**config.mk**
```make
export PLATFORM = sky130hd
export DESIGN_NAME = nic_irq_coalesce
export DESIGN_NICKNAME = d
export VERILOG_FILES = /design/src/rtl/nic_irq_pkg.sv /design/src/rtl/nic_irq_filter.sv /design/src/rtl/nic_irq_regs.sv /design/src/rtl/nic_irq_timer.sv /design/src/rtl/nic_irq_coalesce.sv
export SDC_FILE = /design/constraint.sdc
export NUM_CORES = 1
export LEC_CHECK = 0
export ABC_AREA = 1
export BUFFER_PORTS_ARGS = -buffer_cell sky130_fd_sc_hd__buf_2
export CORE_AREA = 2 2 118 120
export CTS_BUF_LIST = sky130_fd_sc_hd__clkbuf_2 sky130_fd_sc_hd__clkbuf_4 sky130_fd_sc_hd__clkbuf_8
export DETAILED_ROUTE_END_ITERATION = 10
export DIE_AREA = 0 0 120 122
export GPL_TIMING_DRIVEN = 1
export PLACE_DENSITY = 0.63
export SETUP_SLACK_MARGIN = 0.5
export SYNTH_ARGS = -nofsm -noshare
export SYNTH_HDL_FRONTEND = slang
export SYNTH_SLANG_ARGS = --single-unit
```
**constraint.sdc**
```tcl
create_clock -name clk_i -period 3.4 [get_ports clk_i]
set_clock_uncertainty 0.15 [all_clocks]
set_input_delay 0.17 -clock clk_i [delete_from_list [all_inputs] [get_ports clk_i]]
set_output_delay 0.17 -clock clk_i [all_outputs]
set_load 0.005 [all_outputs]
```
**src/rtl/nic_irq_pkg.sv**
```systemverilog
package nic_irq_pkg;
  localparam int ISR_W = 32;
  localparam int RSVD_BIT = ISR_W - 1;

  typedef enum logic [1:0] {CLS_NONE, CLS_DELAY, CLS_URGENT} irq_cls_e;

  function automatic irq_cls_e bit_class(input int i, input int swi, input int txidle,
                                         input int txdesc, input int txok,
                                         input int rxorn, input int rxidle);
    if (i == 0 || i == 1 || i == txdesc || i == txok) return CLS_DELAY;
    if (i == swi || i == txidle || i == rxorn || i == rxidle) return CLS_URGENT;
    return CLS_NONE;
  endfunction

  function automatic logic [ISR_W-1:0] class_mask(input irq_cls_e want, input int swi,
                                                  input int txidle, input int txdesc,
                                                  input int txok, input int rxorn,
                                                  input int rxidle);
    logic [ISR_W-1:0] m;
    m = '0;
    for (int i = 0; i < RSVD_BIT; i++)
      m[i] = (bit_class(i, swi, txidle, txdesc, txok, rxorn, rxidle) == want);
    return m;
  endfunction
endpackage

```
**src/rtl/nic_irq_filter.sv**
```systemverilog
module nic_irq_filter import nic_irq_pkg::*; #(
  parameter int SWI_POS    = 12,
  parameter int TXIDLE_POS = 9,
  parameter int TXDESC_POS = 7,
  parameter int TXOK_POS   = 6,
  parameter int RXORN_POS  = 5,
  parameter int RXIDLE_POS = 4
) (
  input  logic             post_valid_i,
  input  logic [ISR_W-1:0] post_bits_i,
  input  logic             clr_valid_i,
  input  logic [ISR_W-1:0] clr_bits_i,
  output logic             post_ok_o,
  output logic             clr_ok_o,
  output logic [ISR_W-1:0] post_set_o,
  output logic [ISR_W-1:0] clr_set_o,
  output logic             rsvd_hit_o,
  output logic             unimpl_hit_o,
  output logic [ISR_W-1:0] urgent_m_o
);
  logic [ISR_W-1:0] impl_m;

  for (genvar i = 0; i < ISR_W; i++) begin : g_cls
    if (i == RSVD_BIT) begin : g_rsvd
      assign impl_m[i]     = 1'b0;
      assign urgent_m_o[i] = 1'b0;
    end else begin : g_evt
      localparam irq_cls_e CLS = bit_class(i, SWI_POS, TXIDLE_POS, TXDESC_POS,
                                           TXOK_POS, RXORN_POS, RXIDLE_POS);
      assign impl_m[i]     = (CLS != CLS_NONE);
      assign urgent_m_o[i] = (CLS == CLS_URGENT);
    end
  end

  assign post_ok_o    = post_valid_i && !post_bits_i[RSVD_BIT];
  assign clr_ok_o     = clr_valid_i && !clr_bits_i[RSVD_BIT];
  assign post_set_o   = post_ok_o ? (post_bits_i & impl_m) : '0;
  assign clr_set_o    = clr_ok_o ? (clr_bits_i & impl_m) : '0;
  assign rsvd_hit_o   = (post_valid_i && post_bits_i[RSVD_BIT]) ||
                        (clr_valid_i && clr_bits_i[RSVD_BIT]);
  assign unimpl_hit_o = post_ok_o && |(post_bits_i & ~impl_m);
endmodule

```
**src/rtl/nic_irq_regs.sv**
```systemverilog
module nic_irq_regs import nic_irq_pkg::*; #(
  parameter int CNT_W = 16
) (
  input  logic             clk_i,
  input  logic             rst_ni,
  input  logic [ISR_W-1:0] post_set_i,
  input  logic [ISR_W-1:0] clr_set_i,
  input  logic             rsvd_hit_i,
  input  logic             unimpl_hit_i,
  input  logic             mask_we_i,
  input  logic [ISR_W-1:0] mask_i,
  input  logic             delay_we_i,
  input  logic [CNT_W-1:0] delay_i,
  output logic [ISR_W-1:0] isr_q_o,
  output logic [ISR_W-1:0] imr_q_o,
  output logic [ISR_W-1:0] isr_d_o,
  output logic [ISR_W-1:0] imr_d_o,
  output logic [CNT_W-1:0] delay_q_o,
  output logic             err_q_o,
  output logic             warn_q_o
);
  // clear first, then post: a bit named by both survives
  assign isr_d_o = (isr_q_o & ~clr_set_i) | post_set_i;
  assign imr_d_o = mask_we_i ? {1'b0, mask_i[RSVD_BIT-1:0]} : imr_q_o;

  always_ff @(posedge clk_i or negedge rst_ni) begin
    if (!rst_ni) begin
      isr_q_o   <= '0;
      imr_q_o   <= '0;
      delay_q_o <= '0;
      err_q_o   <= 1'b0;
      warn_q_o  <= 1'b0;
    end else begin
      isr_q_o  <= isr_d_o;
      imr_q_o  <= imr_d_o;
      err_q_o  <= rsvd_hit_i;
      warn_q_o <= unimpl_hit_i;
      if (delay_we_i) delay_q_o <= delay_i;
    end
  end
endmodule

```
**src/rtl/nic_irq_timer.sv**
```systemverilog
module nic_irq_timer import nic_irq_pkg::*; #(
  parameter int CNT_W = 16
) (
  input  logic             clk_i,
  input  logic             rst_ni,
  input  logic             post_ok_i,
  input  logic [ISR_W-1:0] pend_i,
  input  logic [ISR_W-1:0] urgent_m_i,
  input  logic [CNT_W-1:0] delay_i,
  output logic             irq_o
);
  localparam logic [CNT_W-1:0] ONE = CNT_W'(1);

  logic             run_q;
  logic [CNT_W-1:0] cnt_q;
  logic             any_pend, urgent_pend;

  assign any_pend    = |pend_i;
  assign urgent_pend = |(pend_i & urgent_m_i);

  always_ff @(posedge clk_i or negedge rst_ni) begin
    if (!rst_ni) begin
      irq_o <= 1'b0;
      run_q <= 1'b0;
      cnt_q <= '0;
    end else if (!any_pend) begin
      irq_o <= 1'b0;
      run_q <= 1'b0;
    end else if (post_ok_i && urgent_pend) begin
      irq_o <= 1'b1;
      run_q <= 1'b0;
    end else if (run_q) begin
      if (cnt_q == ONE) begin
        irq_o <= 1'b1;
        run_q <= 1'b0;
      end else begin
        cnt_q <= cnt_q - ONE;
      end
    end else if (post_ok_i && !irq_o) begin
      if (delay_i == '0) begin
        irq_o <= 1'b1;
      end else begin
        run_q <= 1'b1;
        cnt_q <= delay_i;
      end
    end
  end
endmodule

```
**src/rtl/nic_irq_coalesce.sv**
```systemverilog
module nic_irq_coalesce import nic_irq_pkg::*; #(
  parameter int CNT_W      = 16,
  parameter int SWI_POS    = 12,
  parameter int TXIDLE_POS = 9,
  parameter int TXDESC_POS = 7,
  parameter int TXOK_POS   = 6,
  parameter int RXORN_POS  = 5,
  parameter int RXIDLE_POS = 4
) (
  input  logic             clk_i,
  input  logic             rst_ni,
  input  logic             post_valid_i,
  input  logic [ISR_W-1:0] post_bits_i,
  input  logic             clr_valid_i,
  input  logic [ISR_W-1:0] clr_bits_i,
  input  logic             mask_we_i,
  input  logic [ISR_W-1:0] mask_i,
  input  logic             delay_we_i,
  input  logic [CNT_W-1:0] delay_i,
  output logic [ISR_W-1:0] status_o,
  output logic [ISR_W-1:0] mask_o,
  output logic             irq_o,
  output logic             rsvd_err_o,
  output logic             unimpl_warn_o
);
  logic             post_ok, clr_ok, rsvd_hit, unimpl_hit;
  logic [ISR_W-1:0] post_set, clr_set, urgent_m, isr_d, imr_d;
  logic [CNT_W-1:0] delay_q;

  nic_irq_filter #(
    .SWI_POS(SWI_POS), .TXIDLE_POS(TXIDLE_POS), .TXDESC_POS(TXDESC_POS),
    .TXOK_POS(TXOK_POS), .RXORN_POS(RXORN_POS), .RXIDLE_POS(RXIDLE_POS)
  ) u_filter (
    .post_valid_i (post_valid_i),
    .post_bits_i  (post_bits_i),
    .clr_valid_i  (clr_valid_i),
    .clr_bits_i   (clr_bits_i),
    .post_ok_o    (post_ok),
    .clr_ok_o     (clr_ok),
    .post_set_o   (post_set),
    .clr_set_o    (clr_set),
    .rsvd_hit_o   (rsvd_hit),
    .unimpl_hit_o (unimpl_hit),
    .urgent_m_o   (urgent_m)
  );

  nic_irq_regs #(.CNT_W(CNT_W)) u_regs (
    .clk_i        (clk_i),
    .rst_ni       (rst_ni),
    .post_set_i   (post_set),
    .clr_set_i    (clr_set),
    .rsvd_hit_i   (rsvd_hit),
    .unimpl_hit_i (unimpl_hit),
    .mask_we_i    (mask_we_i),
    .mask_i       (mask_i),
    .delay_we_i   (delay_we_i),
    .delay_i      (delay_i),
    .isr_q_o      (status_o),
    .imr_q_o      (mask_o),
    .isr_d_o      (isr_d),
    .imr_d_o      (imr_d),
    .delay_q_o    (delay_q),
    .err_q_o      (rsvd_err_o),
    .warn_q_o     (unimpl_warn_o)
  );

  nic_irq_timer #(.CNT_W(CNT_W)) u_timer (
    .clk_i      (clk_i),
    .rst_ni     (rst_ni),
    .post_ok_i  (post_ok),
    .pend_i     (isr_d & imr_d),
    .urgent_m_i (urgent_m),
    .delay_i    (delay_q),
    .irq_o      (irq_o)
  );

  // clr_ok is folded into clr_set; kept for visibility in the checker
  logic clr_ok_unused;
  assign clr_ok_unused = clr_ok;
endmodule

```
==> reports/metrics.csv <==
metric,value,unit
slowest CP cell,dlygate4sd3_1,
Top Ports,185,
commonest cells in the netlist,"143 x nand2_1, 75 x dfrtp_1, 42 x inv_1",
WL/cell,12.6,um
maximum number of pins on one net before global-route repair,76,
Sequential Area,1880,um^2
Slew headroom,33.8,%
max cap viols,0,
vias per cell,4.42,
Worst-Margin Slew,0.993,ns
CTS tree,done,
H-tree depth,3,
Cells after DPL,772,
hold slack,0.0295,ns
vias in the first global route,3647,
Post-CTS Setup Inserts,0,
CP max FO,18,
Worst-Skew Late Latency,0.36,ns
reg2reg path depth,11,
Critical Path AT,2.51,ns
Yosys reg bits,75,
run status,"complete, no violations",
total CTS buffers,9,
Overall Global Routing Usage,15.2,%
cts hold-fix bufs,72,
area of the multi-input gates,1700,um^2
# nets final,795,
Mapped Area,3940,um^2
synthesized area per cell,8.37,um^2
asr flop ratio synth,100,%
die area,14600,um^2
final-report setup violation count,0,
R2R Path End,u_timer.cnt_q[14]$_DFFE_PN0P_,
Die Height,122,um
min Tclk post-route,2.41,ns
"Period Utilization, post-route",71.0,%
"area leader, netlist",dfrtp_1,
WL final,10800,um
count of unique library cells instantiated by Yosys,30,
register area share after synthesis,47.7,%
cell family with most CP delay,simple AND/OR/NAND/NOR gates,
hold-critical path endpoint,u_regs.imr_q_o[5]$_DFF_PN0_,
root buf cell,clkbuf_8,
Post-synth EDFFs,0,
Clock Path Buffers,2,
Starting Density,29.1,%
worst-path cell chain,"dlygate4sd3_1, buf_2, inv_1, nor2_2, nand2_1, nand2_1, nand2_1, nand2_2, nor2_1, nand2_4, nand3_4, nand2_1, nand2_1",
flop2flop setup slack,1.38,ns
hold path start,mask_we_i,
layout cells sized above 1,28.4,%
DP HPWL,7120,um
# rows,43,
Synth top area share,47.7,%
Vias,3804,
Leakage,2.87,nW
Pwr per Cell Area,521,nW/um^2
ant diodes,0,
Die Width,120,um
RSZ-0062 raised after global routing,no,
yosys warns,0,
drt first pass iters,4,
Synth Instances,470,
# port buffers,135,
Max rail drop VDD,242,uV
CP Data Required Time,3.50,ns
DP Area,4670,um^2
clock slew at reported path FFs,0.08,ns
cell with the most instances after synthesis,nand2_1,
WS Path Type,primary input to register,
cell mode on critical path,nand2_1,
hold depth,3,
P&R area growth vs syn,41.8,%
Worst Setup End Kind,register,
final hold violations,0,
max-slew violations,0,
Worst setup SP type,primary input,
RD Place Congestion,0.887,
PostCTS Resize Cnt,0,
first-pass GRT wire length,17600,um
Hold/Removal Path Class,primary input to register,
fmax,414,MHz
Crit Reg-Reg Startpoint,u_timer.cnt_q[0]$_DFFE_PN0P_,
commonest register cell after synthesis,dfrtp_1,
synth top area cells,"dfrtp_1 48%, nand2_1 14%, mux2_2 7.4%",
TNS Setup,0,ns
antenna violations before repair,0,
antenna-violating nets left,0,
Remaining DRCs,0,
core area,13500,um^2
initial DRC count,147,
CTS Sinks,75,
design area,5580,um^2
fillers,1330,
Crit path buffers/inverters,3,
Final Non-Filler Cells,860,
total gr overflow,0,
Crit path largest cell delay,0.53,ns
[report_power, final]
group | switching [W] | internal, W
clock | 0.000349 | 0.000307
combinational | 0.000614 | 0.000427
sequential | 0.000156 | 0.00106
total | 0.00112 | 0.00179
[cells by family after synthesis]
group	count (synthesis)	share of synthesized area (%)
other cells	1	0.0953
simple gates	237	26.5
buf+inv	85	11.4
mux	26	7.44
flops	75	47.7
fa+ha+maj	2	0.636
compound gates	44	6.23
[worst max path at each step]
stage / start / endpoint / depth (start not counted)
3_5_place_dp: post_bits_i[31] / u_timer.cnt_q[12]$_DFFE_PN0P_ / 11
3_3_place_gp: post_bits_i[31] / u_timer.cnt_q[8]$_DFFE_PN0P_ / 11
2_1_floorplan: u_timer.cnt_q[0]$_DFFE_PN0P_ / u_timer.cnt_q[10]$_DFFE_PN0P_ / 11
5_1_grt: post_valid_i / u_timer.cnt_q[8]$_DFFE_PN0P_ / 13
6_report: post_valid_i / u_timer.cnt_q[12]$_DFFE_PN0P_ / 13
4_1_cts: post_valid_i / u_timer.cnt_q[12]$_DFFE_PN0P_ / 13
[flip-flops by register name (all words and copies together) (netlist names)]
| name | count |
|---|---|
| u_regs.warn_q_o | 1 |
| u_regs.delay_q_o | 16 |
| u_timer.run_q | 1 |
| u_timer.irq_o | 1 |
| u_timer.cnt_q | 16 |
| u_regs.isr_q_o | 8 |
| u_regs.err_q_o | 1 |
| u_regs.imr_q_o | 31 |
[through the flow]
stage	worst slack [ns]	util, %	total power, W
2_1_floorplan	1.70	-	0.00189
3_3_place_gp	1.10	34.6	0.00217
5_1_grt	0.772	41.3	0.00315
6_report	0.987	41.3	0.00291
3_5_place_dp	1.08	34.6	0.00219
4_1_cts	0.952	41.3	0.00294
[layout make-up]
| cell class | count | area share (%) |
|---|---|---|
| Timing Repair Buffer | 211 | 25.6 |
| Tap cell | 180 | 4.04 |
| Clock inverter | 4 | 0.605 |
| Multi-Input combinational cell | 334 | 30.4 |
| Inverter | 44 | 2.96 |
| Clock buffer | 12 | 2.74 |
| Sequential cell | 75 | 33.6 |
[worst register-to-register path: cells and delay by family (launching register included)]
kind                       cells  cell delay, ns
DFF                            1            0.45
and+or+nand+nor                9            0.94
adders and majority gates      1            0.21
buffers and inverters          1            0.17
[routing by layer]
metal | global-route usage [%] | share of wire (%)
met2 | 26.1 | 49
met4 | 7.28 | 2.9
met3 | 2.86 | 5.8
met5 | 0 | 0
met1 | 18.2 | 42
[cell usage in the layout (no fill, tap or decap), drive strengths merged]
| cell | n |
|---|---|
| mux2 | 26 |
| clkinvlp | 1 |
| conb | 25 |
| nor2 | 35 |
| nor4 | 6 |
| nand4 | 19 |
| clkbuf | 12 |
| nand3 | 26 |
| a22o | 1 |
| a21oi | 5 |
| buf | 139 |
| inv | 45 |
| a22oi | 2 |
| nor3b | 1 |
| ha | 2 |
| nand3b | 2 |
| o21ai | 34 |
| dlygate4sd3 | 72 |
| nand2 | 148 |
| o21bai | 2 |
| clkinv | 2 |
| dfrtp | 75 |
Note: power is estimated with default switching activity, not from simulation.
